--- src/rtl/cart_rom_pkg.sv ---
package cart_rom_pkg;

    // widest block is 256 << 6 bytes
    localparam int BYTES_W = 15;

    localparam logic [7:0] OPC_DATA_READ = 8'hB7;
    localparam logic [7:0] OPC_CHIP_ID   = 8'hB8;

    typedef enum logic [1:0] {
        ST_IDLE,
        ST_PACE,
        ST_PRESENT
    } xfer_state_t;

    typedef enum logic [1:0] {
        OP_READ,
        OP_CHIPID,
        OP_OTHER
    } op_kind_t;

    function automatic logic [BYTES_W-1:0] block_bytes(input logic [2:0] code);
        logic [BYTES_W-1:0] n;
        if (code == 3'd0)
            n = '0;
        else if (code == 3'd7)
            n = BYTES_W'(4);
        else
            n = BYTES_W'(256) << code;
        return n;
    endfunction

endpackage

--- src/rtl/cart_cmd_decode.sv ---
module cart_cmd_decode
    import cart_rom_pkg::*;
#(
    parameter int          ADDR_W   = 32,
    parameter logic [31:0] LIMIT    = 32'h0000_8000,
    parameter int          WIN_BITS = 9
) (
    input  logic [63:0]        cmd,
    input  logic [2:0]         size_code,
    output op_kind_t           kind,
    output logic [ADDR_W-1:0]  start_addr,
    output logic [BYTES_W-1:0] byte_count
);

    localparam logic [ADDR_W-1:0] LIM = ADDR_W'(LIMIT);

    logic [ADDR_W-1:0] req_addr;
    logic              unused_tail;

    assign unused_tail = ^cmd[63:40];
    assign req_addr    = ADDR_W'({cmd[15:8], cmd[23:16], cmd[31:24], cmd[39:32]});

    always_comb begin
        unique case (cmd[7:0])
            OPC_DATA_READ: kind = OP_READ;
            OPC_CHIP_ID:   kind = OP_CHIPID;
            default:       kind = OP_OTHER;
        endcase
    end

    always_comb begin
        if (req_addr < LIM)
            start_addr = LIM + ADDR_W'(req_addr[WIN_BITS-1:0]);
        else
            start_addr = req_addr;
    end

    assign byte_count = block_bytes(size_code);

endmodule

--- src/rtl/cart_pace_timer.sv ---
module cart_pace_timer #(
    parameter int FAST = 5,
    parameter int SLOW = 8
) (
    input  logic clk,
    input  logic rst_n,
    input  logic load,
    input  logic rate,
    input  logic owned,
    output logic tick
);

    localparam int MAXB = (SLOW > FAST) ? SLOW : FAST;
    localparam int MAXD = 2 * MAXB;
    localparam int DW   = $clog2(MAXD + 1);

    logic [DW-1:0] cnt_q;
    logic          run_q;
    logic [DW-1:0] base;
    logic [DW-1:0] dly;

    assign base = rate ? DW'(SLOW) : DW'(FAST);
    assign dly  = owned ? base : (base << 1);
    assign tick = run_q && (cnt_q == '0);

    always_ff @(posedge clk or negedge rst_n) begin
        if (!rst_n) begin
            cnt_q <= '0;
            run_q <= 1'b0;
        end else if (load) begin
            cnt_q <= dly - 1'b1;
            run_q <= 1'b1;
        end else if (run_q) begin
            if (cnt_q == '0)
                run_q <= 1'b0;
            else
                cnt_q <= cnt_q - 1'b1;
        end
    end

    AST_TICK_SINGLE: assert property (@(posedge clk) disable iff (!rst_n)
        (tick && !load) |=> !tick);

    AST_COUNT_BOUND: assert property (@(posedge clk) disable iff (!rst_n)
        run_q |-> (cnt_q < DW'(MAXD)));

endmodule

--- src/rtl/cart_rom_xfer.sv ---
module cart_rom_xfer
    import cart_rom_pkg::*;
#(
    parameter int          ADDR_W   = 32,
    parameter logic [31:0] LIMIT    = 32'h0000_8000,
    parameter int          WIN_BITS = 9,
    parameter int          FAST     = 5,
    parameter int          SLOW     = 8,
    parameter logic [31:0] CHIP_ID  = 32'h0000_3FC2
) (
    input  logic              clk,
    input  logic              rst_n,
    input  logic [63:0]       cmd_in,
    input  logic              ctl_wr,
    input  logic [2:0]        ctl_size,
    input  logic              ctl_rate,
    input  logic              ctl_start,
    input  logic              spi_mode,
    input  logic              sec_owns,
    input  logic              irq_en,
    input  logic              dma_en,
    input  logic              dma_repeat,
    input  logic              data_rd,
    output logic [31:0]       data_out,
    output logic              word_ready,
    output logic              busy,
    output logic [ADDR_W-1:0] rom_addr,
    output logic              rom_rd,
    input  logic [31:0]       rom_data,
    output logic              irq,
    output logic              dma_req,
    output logic              dma_off
);

    xfer_state_t        st_q, st_nx, launch_st;
    op_kind_t           dec_kind;
    logic [ADDR_W-1:0]  dec_addr;
    logic [BYTES_W-1:0] dec_bytes;

    logic [ADDR_W-1:0]  addr_q;
    logic [BYTES_W-1:0] rem_q;
    logic [31:0]        data_q;
    logic               ready_q, busy_q, irq_q, dreq_q, doff_q;

    logic start_ok, consume, tick, load, fetch, finish;

    cart_cmd_decode #(
        .ADDR_W   (ADDR_W),
        .LIMIT    (LIMIT),
        .WIN_BITS (WIN_BITS)
    ) u_dec (
        .cmd        (cmd_in),
        .size_code  (ctl_size),
        .kind       (dec_kind),
        .start_addr (dec_addr),
        .byte_count (dec_bytes)
    );

    assign start_ok  = ctl_wr && ctl_start && !spi_mode;
    assign consume   = (st_q == ST_PRESENT) && data_rd && !start_ok;
    assign launch_st = (dec_kind == OP_CHIPID) ? ST_PRESENT : ST_PACE;
    assign load      = (start_ok && dec_kind != OP_CHIPID) || consume;

    cart_pace_timer #(
        .FAST (FAST),
        .SLOW (SLOW)
    ) u_pace (
        .clk   (clk),
        .rst_n (rst_n),
        .load  (load),
        .rate  (ctl_rate),
        .owned (sec_owns),
        .tick  (tick)
    );

    assign fetch  = (st_q == ST_PACE) && tick && !start_ok && (rem_q != '0);
    assign finish = (st_q == ST_PACE) && tick && !start_ok && (rem_q == '0);

    // next-state logic
    always_comb begin
        st_nx = st_q;
        unique case (st_q)
            ST_IDLE: begin
                if (start_ok) st_nx = launch_st;
            end
            ST_PACE: begin
                if (start_ok)    st_nx = launch_st;
                else if (fetch)  st_nx = ST_PRESENT;
                else if (finish) st_nx = ST_IDLE;
            end
            ST_PRESENT: begin
                if (start_ok)     st_nx = launch_st;
                else if (data_rd) st_nx = ST_PACE;
            end
            default: st_nx = ST_IDLE;
        endcase
    end

    // state register
    always_ff @(posedge clk or negedge rst_n) begin
        if (!rst_n) st_q <= ST_IDLE;
        else        st_q <= st_nx;
    end

    // outputs and datapath
    always_ff @(posedge clk or negedge rst_n) begin
        if (!rst_n) begin
            addr_q  <= '0;
            rem_q   <= '0;
            data_q  <= '0;
            ready_q <= 1'b0;
            busy_q  <= 1'b0;
            irq_q   <= 1'b0;
            dreq_q  <= 1'b0;
            doff_q  <= 1'b0;
        end else begin
            irq_q  <= 1'b0;
            dreq_q <= 1'b0;
            doff_q <= 1'b0;
            if (start_ok) begin
                busy_q <= 1'b1;
                addr_q <= dec_addr;
                rem_q  <= (dec_kind == OP_READ) ? dec_bytes : '0;
                if (dec_kind == OP_CHIPID) begin
                    data_q  <= CHIP_ID;
                    ready_q <= 1'b1;
                end else begin
                    ready_q <= 1'b0;
                end
            end else if (fetch) begin
                data_q  <= rom_data;
                addr_q  <= addr_q + ADDR_W'(4);
                rem_q   <= rem_q - BYTES_W'(4);
                ready_q <= 1'b1;
                dreq_q  <= dma_en;
            end else if (finish) begin
                data_q  <= '0;
                ready_q <= 1'b0;
                busy_q  <= 1'b0;
                irq_q   <= irq_en;
                doff_q  <= dma_en && !dma_repeat;
            end else if (consume) begin
                ready_q <= 1'b0;
            end
        end
    end

    assign data_out   = data_q;
    assign word_ready = ready_q;
    assign busy       = busy_q;
    assign rom_addr   = addr_q;
    assign rom_rd     = fetch;
    assign irq        = irq_q;
    assign dma_req    = dreq_q;
    assign dma_off    = doff_q;

    AST_READY_NEEDS_BUSY: assert property (@(posedge clk) disable iff (!rst_n)
        word_ready |-> busy);

    AST_SPI_BLOCKS_START: assert property (@(posedge clk) disable iff (!rst_n)
        (!busy && ctl_wr && ctl_start && spi_mode) |=> !busy);

    AST_FETCH_IN_WINDOW: assert property (@(posedge clk) disable iff (!rst_n)
        rom_rd |-> (rom_addr >= ADDR_W'(LIMIT)));

    AST_FETCH_SETS_READY: assert property (@(posedge clk) disable iff (!rst_n)
        rom_rd |=> (word_ready && rom_addr == $past(rom_addr) + ADDR_W'(4)));

    AST_DMA_ONE_CYCLE: assert property (@(posedge clk) disable iff (!rst_n)
        dma_req |=> !dma_req);

    AST_END_IRQ_QUIET: assert property (@(posedge clk) disable iff (!rst_n)
        irq |-> (!busy && !word_ready && data_out == '0));

endmodule

--- config.mk ---
export PLATFORM = sky130hd
export DESIGN_NAME = cart_rom_xfer
export DESIGN_NICKNAME = d
export VERILOG_FILES = /design/src/rtl/cart_rom_pkg.sv /design/src/rtl/cart_cmd_decode.sv /design/src/rtl/cart_pace_timer.sv /design/src/rtl/cart_rom_xfer.sv
export SDC_FILE = /design/constraint.sdc
export NUM_CORES = 1
export LEC_CHECK = 0
export CORE_MARGIN = 5
export CORE_UTILIZATION = 30
export CTS_CLUSTER_SIZE = 12
export DETAILED_ROUTE_END_ITERATION = 8
export PLACE_DENSITY = 0.62
export SLEW_MARGIN = 30
export SYNTH_ARGS = -nofsm -noshare
export SYNTH_HDL_FRONTEND = slang
export SYNTH_HIERARCHICAL = 1
export SYNTH_SLANG_ARGS = --single-unit
--- constraint.sdc ---
create_clock -name clk -period 6.47 [get_ports clk]
set_clock_uncertainty 0.05 [all_clocks]
set_input_delay 0.647 -clock clk [delete_from_list [all_inputs] [get_ports clk]]
set_output_delay 0.647 -clock clk [all_outputs]
set_load 0.1 [all_outputs]
* After elaboration in Yosys (flattened, before gate mapping)
Cells that the tools add are included.
Storage, ports and cells: flip-flop bits (word level) 92, bits of input ports 110, output and inout port bits 70
Operators by class: add/subtract/negate cells 5, $lt $le $gt $ge 1, equal/unequal tests 13, shift-type cells 1, multiplexer cells 45, reductions and logical operators 30
Operators with widths (number):
- $mux W32 | 7
- $mux W15 | 5
- $add A32 B3 Y32 const B | 1
- $lt A32 B16 Y1 const B | 1
- $mux W5 | 4
- $mux W1 | 19
- $add A16 B9 Y17 const A | 1
- $eq A8 B8 Y1 const B | 2
- $logic_not A15 Y1 | 1
- $reduce_bool A15 Y1 | 1
- $shl A9 B3 Y15 const A | 1
- $sub A15 B3 Y15 const B | 1
- $mux W2 | 7
- $logic_and A1 B1 Y1 | 11
- $sub A5 B1 Y5 const B | 2
- $ne A2 B1 Y1 const B | 3
- $pmux W2 S3 | 1
- $reduce_and A2 Y1 | 3
- $reduce_bool A2 Y1 | 3
- $logic_not A5 Y1 | 1
- $eq A2 B1 Y1 const B | 2
- $logic_not A2 Y1 | 2
- $mux W4 | 1
- $ne A2 B2 Y1 const B | 2
- 11 further kinds | 13

* Longest topological paths before layout
Gate-level depths: netlist of the first run.
word-level depth 9, mapped depth 12, depth with buffers taken out 11

* Hierarchy
Netlist of the first run, hierarchy kept.
By module, submodules not included:
- cart_rom_xfer | times used 1, cells each 444, area an instance 4418.0 µm²
- cart_pace_timer | times used 1, cells each 45, area an instance 465.4 µm²
- cart_cmd_decode | times used 1, cells each 61, area an instance 382.9 µm²

* Worst setup path after synthesis of the first run
No wires, ideal clock.
path kind input -> register, start point input spi_mode, end point register u_pace.cnt_q[4], setup time 125 ps, arrival 3151 ps, required time 6295 ps, setup slack 3144 ps, cell stages on the path 12, path buffers 4, cell sequence and3b_1 -> clkbuf_1 -> clkbuf_1 -> clkbuf_1 -> o21bai_1 -> buf_4 -> mux2i_1 -> ha_1 -> nor4b_2 -> o221ai_2 -> xnor2_1 -> mux2_2
Between the ends: cells in the longest elaborated chain, start to end 7, elaborated cells on any way between the ends 10, those cells by class eq/ne: 1; mux: 1; reduce/logical: 8
RTL lines:
- start: declaration | line cart_rom_xfer.sv:18 | input logic spi_mode,
- $logic_not A1 Y1 (*) | line cart_rom_xfer.sv:59 | assign start_ok = ctl_wr && ctl_start && !spi_mode;
- $logic_and A1 B1 Y1 (*) | line cart_rom_xfer.sv:59
- $logic_not A1 Y1 | line cart_rom_xfer.sv:60 | assign consume = (st_q == ST_PRESENT) && data_rd && !start_ok;
- $logic_and A1 B1 Y1 | line cart_rom_xfer.sv:60
- $logic_or A1 B1 Y1 (*) | line cart_rom_xfer.sv:62 | assign load = (start_ok && dec_kind != OP_CHIPID) || consume;
- named net load | line cart_rom_xfer.sv:45 | logic start_ok, consume, tick, load, fetch, finish;
- $ne A2 B2 Y1 (no source line) or $reduce_bool A2 Y1 (tied branches)
- $reduce_and A2 Y1 (no source line)
- end signal: assignment | line cart_pace_timer.sv:31 | cnt_q <= dly - 1'b1;
- end signal: assignment | line cart_pace_timer.sv:37 | cnt_q <= cnt_q - 1'b1;
- end: declaration | line cart_pace_timer.sv:17 | logic [DW-1:0] cnt_q;
The timed path passes the listed nets; every way through them passes the cells marked *. A chain may end at the register's enable or synchronous reset.

* Final worst setup path of the first run
start point register u_pace.cnt_q[2], end point output rom_rd
Between the ends: cells in the longest elaborated chain, start to end 5
RTL lines:
- $logic_not A5 Y1 | line cart_pace_timer.sv:24 | assign tick = run_q && (cnt_q == '0);
- $logic_and A1 B1 Y1 | line cart_pace_timer.sv:24
- named net tick | line cart_rom_xfer.sv:45
- $logic_and A1 B1 Y1 (3 in a row) | line cart_rom_xfer.sv:76 | assign fetch = (st_q == ST_PACE) && tick && !start_ok && (rem_q != '0);
- end: declaration | line cart_rom_xfer.sv:28 | output logic rom_rd,
The timed path passes the listed nets, and every way through them passes these cells.

==> metrics.yaml, run 1 <==
status:
  status: "completed"
critical_path:
  timing.critical_path.slowest_cell_delay_ps: 1240
  worst-endpoint-arrival_ps: 4190
  setup.worst_path.class: "reg -> out"
  cp_top_family: "buffers and inverters"
  critical_path_peak_fanout: 45
  timing.critical_path.from: "u_pace/cnt_q[2]"
  cell_chain_critical_path: "nor3_1, nand2_1, nor2_1, nand3b_4, nor2_2, nand2_2, inv_2, buf_4, clkdlybuf4s50_1"
  rr_startpoint: "u_pace/cnt_q[2]"
  slowest_stage: "clkdlybuf4s50_1"
  setup.worst_path.end_class: "output port"
  timing.critical_path.from_type: "flip-flop"
  worst_ep_required_time_ps: 5770
  path_buf_inv: 3
global_route:
  grt_pass1_wl_um: 25300
  antenna_violations_before_repair: 0
  grt_pass1_vias: 4929
  globalRouteTotalUtil: 0.154
  grt-ovfl-total: 0
  pin_count_of_the_biggest_net_entering_global_routing: 62
clock_network:
  post_cts.repair.setup_buffers: 0
  htree_levels: 3
  cts_tree: "built"
  ctsRootBufferMaster: "clkbuf_16"
  number_of_cts_inserted_buffers: 9
  insertion_delay_ps: 340
  cts.hold.buffers_added: 0
  cts_resized: 0
  clock_sink_count: 92
  cts-root-to-sink-buffers: 2
  post_cts_clock_slew_at_the_launch_and_capture_registers_of_the_worst_setup_and_hold_paths_ps: 70
logic_synthesis:
  synth.ff_latch_count: 92
  async_flop_share: 1.00
  synth_area_per_cell_um2: 9.58
  synth.yosys.seq_area_share: 0.437
  synth-edff-count: 0
  most_area_hungry_cell_type_in_the_yosys_netlist: "dfrtp_1"
  syn_inst: 550
  synth_cell_type_count: 78
  netlist_top_cells_area: "dfrtp_1, nand2_1, a22o_1"
  yosys_warnings: 6
  yosys_most_used_dff: "dfrtp_1"
  synth.cell_area_um2: 5270
  synth_top_area_share: 0.437
routing:
  dr.first_iter.drc_count: 360
  drcViolationCount: 0
  route.final.wire_length_um: 15700
  via_per_inst: 5.35
  routedWlPerCell_um: 17.5
  drt_pass1_iterations: 4
  detailroute.via_count: 4790
  detail-route-antenna-nets: 0
die:
  die-area_um2: 20300
  effective_utilization_at_floorplan: 0.306
  die_extent_in_x_um: 142
  die_y_um: 142
  rows: 48
  core-area_um2: 17200
  boundaryPins: 180
placed_design:
  detailedPlacementHpwl_um: 11400
  preCtsSetupSlack_ps: 1860
  place.gp.congestion: 0.812
  portBuffers: 155
sta:
  setup_slack_ps: 1590
  timing.max_slew.rel_slack: 0.320
  setup_tns_ps: 0
  worst_slew_pin_slew_ps: 1020
  endpoints_failing_setup: 0
  timing.final.crit_period_ps: 4880
  max_freq_mhz: 205
  final_max_slew_viol_count: 0
  final-hold-violation-count: 0
  finalHoldWorstSlack_ps: 229
  layout_worst_path_cycle_share: 0.755
  grt_setup_unrepaired: "false"
cells_and_area:
  post_route_cells_drive_above_1_share: 0.0849
  flow.area_growth_from_synthesis_pct: 36.3
  mostFrequentLayoutCells: "clkdlybuf4s50_1, dfrtp_1, nand2_1"
  nFillCells: 1660
  diodes: 0
  nets: 785
  layout.cells.most_common: "clkdlybuf4s50_1"
hold_path:
  hold_path.class: "in -> async"
power_and_ir_drop:
  cellPowerDensity_nw_per_um2: 451
  post-layout-total-power_uw: 3240
  ir_worst_vdd_mv: 0.331
  leakagePower_uw: 0.00289
run:
  maxCapViolCount: 0
## per-stage QoR
stage,area (µm²),instances,util
5_1_grt,7180,896,0.417
3_3_place_gp,6860,881,0.398
6_report,7180,896,0.417
4_1_cts,7180,896,0.417
2_1_floorplan,5290,557,-
3_5_place_dp,6860,881,0.398
## worst paths after layout
kind / cells after the start / endpoint / slack [ps]
min in group clk: 2 / rom_addr[0] / 440
min reg2reg: 2 / rom_addr[0] / 440
max in group asynchronous: 2 / data_out[24] / 5030
max: 9 / rom_rd / 1590
min: 1 / rom_addr[22] / 230
max reg2reg: 10 / rom_addr[20] / 3210
## cell families (layout without fill, tap and decap cells)
| family | Yosys count | after routing | share of synthesized area |
|---|---|---|---|
| compound gates | 152 | 152 | 0.209 |
| xor+xnor | 13 | 13 | 0.0216 |
| fa+ha+maj | 8 | 8 | 0.0190 |
| buf+inv | 76 | 190 | 0.0703 |
| flops | 92 | 92 | 0.437 |
| mux | 6 | 6 | 0.0116 |
| other cells | 1 | 8 | 0.000712 |
| simple gates | 202 | 202 | 0.231 |
## Yosys cell counts (4+ instances only)
| cell type | number |
|---|---|
| a22o_1 | 25 |
| o21ai_1 | 16 |
| o311ai_1 | 12 |
| and4_1 | 6 |
| clkbuf_1 | 32 |
| nand2_1 | 70 |
| o211ai_1 | 4 |
| nor4_1 | 5 |
| and4b_1 | 4 |
| nor4_2 | 8 |
| nand3_1 | 18 |
| xnor2_1 | 12 |
| a31oi_1 | 7 |
| a21boi_0 | 4 |
| nand4_1 | 10 |
| dfrtp_1 | 92 |
| and3_1 | 9 |
| a21oi_1 | 19 |
| inv_1 | 12 |
| ha_1 | 8 |
| buf_4 | 19 |
| nor3b_1 | 4 |
| mux2i_1 | 5 |
| o21ai_0 | 19 |
| nor3_1 | 13 |
| o21a_1 | 4 |
| nor2_1 | 20 |
| o311ai_0 | 7 |
| buf_2 | 11 |
## area by class of cell
class | count | area, µm² | area share
Sequential cell | 92 | 2300 | 0.321
Timing Repair Buffer | 162 | 1600 | 0.222
Clock buffer | 12 | 256 | 0.0357
Multi-Input combinational cell | 389 | 2630 | 0.366
Clock inverter | 3 | 68.8 | 0.00959
Inverter | 13 | 48.8 | 0.00680
Tap cell | 225 | 282 | 0.0392
## routing by layer
metal,share of wire,GRT usage,vias to the layer above
li1,-,-,2254
met1,0.44,0.201,2315
met2,0.45,0.243,196
met3,0.089,0.0477,25
met4,0.020,0.0540,0
met5,0,0,-
## sequential cells by signal, indices dropped and copies added, names as in the netlist
signal and flops:
rem_q 15, u_pace/run_q 1, busy 1, dma_off 1, dma_req 1, word_ready 1
rom_addr 32, u_pace/cnt_q 5, irq 1, st_q 2, data_out 32
## worst register-to-register path: stages, from the launching register on
cell and delay [ps]:
dfrtp_1 420, nor3_1 200, nand2_1 110, nor2_1 240, nand3b_4 220, nor2_2 500, nand2_2 360, inv_2 110
buf_4 440, nand2_1 230, o311ai_1 300
## power by group
part	switching, µW	internal (µW)
Clock	225	360
Combinational	1240	468
Sequential	192	748
Total	1660	1580
(Power assumes the default switching activity.)
==> run 2: changes to the inputs <==
Settings changed: PLACE_DENSITY 0.62 to 0.64.
Clock period 6.47 ns to 3.9 ns, I/O delays scaled along.
==> run 2 against run 1 <==
Clock-buffer cell count is 2 higher. Total power is 61% higher. Critical path depth is 3 higher. Register-to-register slack worse by 2400 ps. Combinational power is 67% higher. Sequential cell count stayed put. Highest routed layer unchanged. Die area stayed put. Largest cell class unchanged. Core utilization is 0.17 points lower. Global-route usage is 0.21 points higher.
==> metrics.yaml, run 2 (synthesized netlist as in run 1, its figures left out) <==
critical_path:
  timing.critical_path.from_type: "primary input"
  worst_ep_required_time_ps: 4070
  setup.worst_path.end_class: "flip-flop"
  setup.worst_path.class: "in -> reg"
  worst-endpoint-arrival_ps: 3530
  reg2reg_slack_ps: 840
  critical_path_peak_fanout: 7
cells_and_area:
  nets: 788
  layout.cells.most_common: "clkdlybuf4s50_1"
  flow.area_growth_from_synthesis_pct: 35.8
  mostFrequentLayoutCells: "clkdlybuf4s50_1, dfrtp_1, nand2_1"
  nFillCells: 1643
  finish.cell_count_without_fillers: 900
  diodes: 0
  final_cell_area_um2: 7150
  post_route_cells_drive_above_1_share: 0.0859
routing:
  detailroute.via_count: 4780
  detail-route-antenna-nets: 0
  route.final.wire_length_um: 15800
  drt_pass1_iterations: 5
  dr.first_iter.drc_count: 256
  drcViolationCount: 0
  via_per_inst: 5.31
  routedWlPerCell_um: 17.6
sta:
  timing.max_slew.rel_slack: 0.325
  layout_worst_path_cycle_share: 0.861
  finalHoldWorstSlack_ps: 17.5
  worst_slew_pin_slew_ps: 1010
  final-hold-violation-count: 0
  grt_setup_unrepaired: "false"
  final_max_slew_viol_count: 0
  setup_tns_ps: 0
  timing.final.crit_period_ps: 3360
  max_freq_mhz: 298
  endpoints_failing_setup: 0
  setup_slack_ps: 543
die:
  core-area_um2: 17200
  die_y_um: 142
  rows: 48
  effective_utilization_at_floorplan: 0.306
  die-area_um2: 20300
  die_extent_in_x_um: 142
  boundaryPins: 180
status:
  status: "completed"
clock_network:
  cts_resized: 0
  cts_tree: "built"
  number_of_cts_inserted_buffers: 9
  post_cts.repair.setup_buffers: 0
  post_cts_clock_slew_at_the_launch_and_capture_registers_of_the_worst_setup_and_hold_paths_ps: 70
  cts.hold.buffers_added: 0
  insertion_delay_ps: 340
  ctsRootBufferMaster: "clkbuf_16"
  cts-root-to-sink-buffers: 2
  clock_sink_count: 92
  htree_levels: 3
global_route:
  grt_pass1_wl_um: 25600
  antenna_violations_before_repair: 0
  grt-ovfl-total: 0
  grt_pass1_vias: 4929
  globalRouteTotalUtil: 0.157
  pin_count_of_the_biggest_net_entering_global_routing: 69
power_and_ir_drop:
  leakagePower_uw: 0.00288
  ir_worst_vdd_mv: 0.657
  cellPowerDensity_nw_per_um2: 729
hold_path:
  hold_path.class: "in -> async"
placed_design:
  detailedPlacementHpwl_um: 11400
  placed_area_um2: 6890
  place.gp.congestion: 0.829
  place.detailed.instances: 884
  portBuffers: 155
  preCtsSetupSlack_ps: 221
run:
  maxCapViolCount: 0
-- run 2: cell types whose count changed in the layout (fill, tap and decap cells not counted), moves of 2 or more --
cell	delta
buf_4	+2
bufinv_16	-2
clkbuf_1	+3
clkinv_2	+2
-- run 2: critical path: stages --
cell and delay, ps:
clkdlybuf4s50_1 470, and4b_1 180, o21ai_0 360, inv_1 100
a21oi_1 230, o21bai_1 340, mux2i_1 270, ha_1 270
nor4b_2 330, o221ai_2 170, xnor2_1 150, mux2_2 270
-- run 2: worst paths after layout --
check | startpoint | to | depth (start not counted)
setup / recovery | cmd_in[3] | u_pace/cnt_q[4] | 12
hold / removal | rst_n | rom_addr[19] | 1
setup reg to reg | u_pace/cnt_q[2] | rom_addr[4] | 8
hold reg to reg | rom_addr[1] | rom_addr[1] | 2
max in group asynchronous | rst_n | data_out[28] | 2
min in group clk | rom_addr[1] | rom_addr[1] | 2
-- run 2: cell type report --
type	count	area [µm²]	area share
multi-input cells	389	2620	0.367
well taps	225	282	0.0394
inverters	13	48.8	0.00682
flip-flops and latches	92	2300	0.322
clock buffers	14	254	0.0355
repair buffers	165	1630	0.228
clock inverters	2	10.0	0.00140
-- run 2: layer usage --
metal / global-route usage / vias up / share of wire
met3: 0.0517 / 15 / 0.095
met2: 0.246 / 217 / 0.44
met4: 0.0455 / 0 / 0.013
met5: 0 / - / 0
li1: - / 2255 / -
met1: 0.206 / 2293 / 0.45
-- run 2: stage by stage --
stage / utilization / total power [µW]
2_1_floorplan: - / 3670
3_3_place_gp: 0.400 / 4380
3_5_place_dp: 0.400 / 4420
4_1_cts: 0.415 / 5260
5_1_grt: 0.415 / 5480
6_report: 0.415 / 5210
-- run 2: where the power goes --
group	internal [µW]	switching, µW
registers	1240	316
logic	787	2060
clock network	449	357
==> run 3: changes to the inputs <==
Settings changed: PLACE_DENSITY 0.64 to 0.62.
Clock period 3.9 ns to 3.6 ns, I/O delays scaled along.
==> run 3 against run 2 <==
The run now ends with hold timing left. Register-to-register slack worse by 200 ps. Sequential share of layout area is 0.46 points lower. Cell count is 0.11% higher. Design area is 1.4% higher. Largest cell class unchanged. Largest power group unchanged.
==> metrics.yaml, run 3 (synthesized netlist as in run 1, its figures left out) <==
status:
  status: "complete, but fails checks"
  failing_checks: "hold timing"
global_route:
  grt_pass1_vias: 5049
  grt_pass1_wl_um: 26000
  globalRouteTotalUtil: 0.157
  antenna_violations_before_repair: 0
  grt-ovfl-total: 0
  pin_count_of_the_biggest_net_entering_global_routing: 61
critical_path:
  setup.worst_path.end_class: "flip-flop"
  rr_worst_depth: 8
  timing.critical_path.from_type: "primary input"
  worst-endpoint-arrival_ps: 3520
  timing.critical_path.slowest_cell_delay_ps: 490
  critical_path_peak_fanout: 6
  worst_ep_required_time_ps: 3790
  setup.worst_path.class: "in -> reg"
  slowest_stage: "clkdlybuf4s50_1"
  cell_chain_critical_path: "clkdlybuf4s50_1, and4b_1, o21ai_0, inv_1, a21oi_1, o21bai_1, mux2i_1, ha_1, nor4b_2, o221ai_2, xnor2_1, mux2_2"
routing:
  drcViolationCount: 0
  routedWlPerCell_um: 17.7
  route.final.wire_length_um: 16000
  detailroute.via_count: 4735
  dr.first_iter.drc_count: 357
  drt_pass1_iterations: 4
  detail-route-antenna-nets: 0
  via_per_inst: 5.26
sta:
  final_max_slew_viol_count: 0
  finalHoldWorstSlack_ps: -26.8
  endpoints_failing_setup: 0
  grt_setup_unrepaired: "false"
  final-hold-violation-count: 16
  layout_worst_path_cycle_share: 0.927
  worst_slew_pin_slew_ps: 1020
  timing.max_slew.rel_slack: 0.320
  timing.final.crit_period_ps: 3340
  max_freq_mhz: 300
cells_and_area:
  final_cell_area_um2: 7250
  nets: 789
  flow.area_growth_from_synthesis_pct: 37.7
  layout.cells.most_common: "clkdlybuf4s50_1"
  mostFrequentLayoutCells: "clkdlybuf4s50_1, dfrtp_1, nand2_1"
  diodes: 0
  post_route_cells_drive_above_1_share: 0.0917
  nFillCells: 1622
  finish.cell_count_without_fillers: 901
die:
  die_extent_in_x_um: 142
  rows: 48
  effective_utilization_at_floorplan: 0.306
  die_y_um: 142
  die-area_um2: 20300
  core-area_um2: 17200
  boundaryPins: 180
placed_design:
  placed_area_um2: 6900
  place.detailed.instances: 885
  detailedPlacementHpwl_um: 11600
  place.gp.congestion: 0.824
  portBuffers: 155
clock_network:
  cts-root-to-sink-buffers: 2
  post_cts_clock_slew_at_the_launch_and_capture_registers_of_the_worst_setup_and_hold_paths_ps: 70
  insertion_delay_ps: 350
  ctsRootBufferMaster: "clkbuf_16"
  cts.hold.buffers_added: 0
  cts_resized: 0
  post_cts.repair.setup_buffers: 0
  number_of_cts_inserted_buffers: 9
  clock_sink_count: 92
  cts_tree: "built"
  htree_levels: 3
power_and_ir_drop:
  ir_worst_vdd_mv: 0.820
  cellPowerDensity_nw_per_um2: 814
  leakagePower_uw: 0.00292
run:
  maxCapViolCount: 0
hold_path:
  hold_path.class: "in -> async"
[run 3: final timing paths]
kind                        startpoint              end  slack, ps
setup reg to reg              rem_q[2]     data_out[27]        640
min in group clk           rom_addr[1]      rom_addr[1]        440
max in group asynchronous        rst_n        rem_q[11]       2740
setup / recovery             cmd_in[3]  u_pace/cnt_q[4]        260
hold reg to reg            rom_addr[1]      rom_addr[1]        440
hold / removal                   rst_n     rom_addr[26]        -30
[run 3: layout make-up]
cell class	instances	area (µm²)	area share
flip-flops and latches	92	2300	0.317
clock inverters	6	119	0.0164
repair buffers	166	1640	0.226
inverters	13	48.8	0.00673
multi-input cells	389	2620	0.361
clock buffers	10	239	0.0329
well taps	225	282	0.0388
[run 3: where the power goes]
group          internal [µW]  switching (µW)
Sequential              1340             339
Combinational            849            2240
Clock                    707             430
Total                   2900            3010
[run 3: worst max-delay path: cells and delay by family]
kind / cells / cell delay, ps
fa+ha+maj: 1 / 270
compound gates: 4 / 1110
buf+inv: 2 / 610
simple gates: 2 / 510
mux: 2 / 520
xor+xnor: 1 / 140
[run 3: layer usage]
| metal | wire length, µm | track usage |
|---|---|---|
| met5 | 0 | 0 |
| met2 | 7210 | 0.246 |
| met1 | 7100 | 0.208 |
| met4 | 228 | 0.0450 |
| met3 | 1440 | 0.0541 |
[run 3: through the flow]
step / power (µW) / util / setup slack, ps / setup TNS [ps]
3_5_place_dp: 4790 / 0.400 / -45.5 / -45.5
2_1_floorplan: 3970 / - / 561 / 0
3_3_place_gp: 4740 / 0.400 / 118 / 0
4_1_cts: 5950 / 0.421 / 321 / 0
5_1_grt: 6190 / 0.421 / 50.4 / 0
6_report: 5900 / 0.421 / 263 / 0
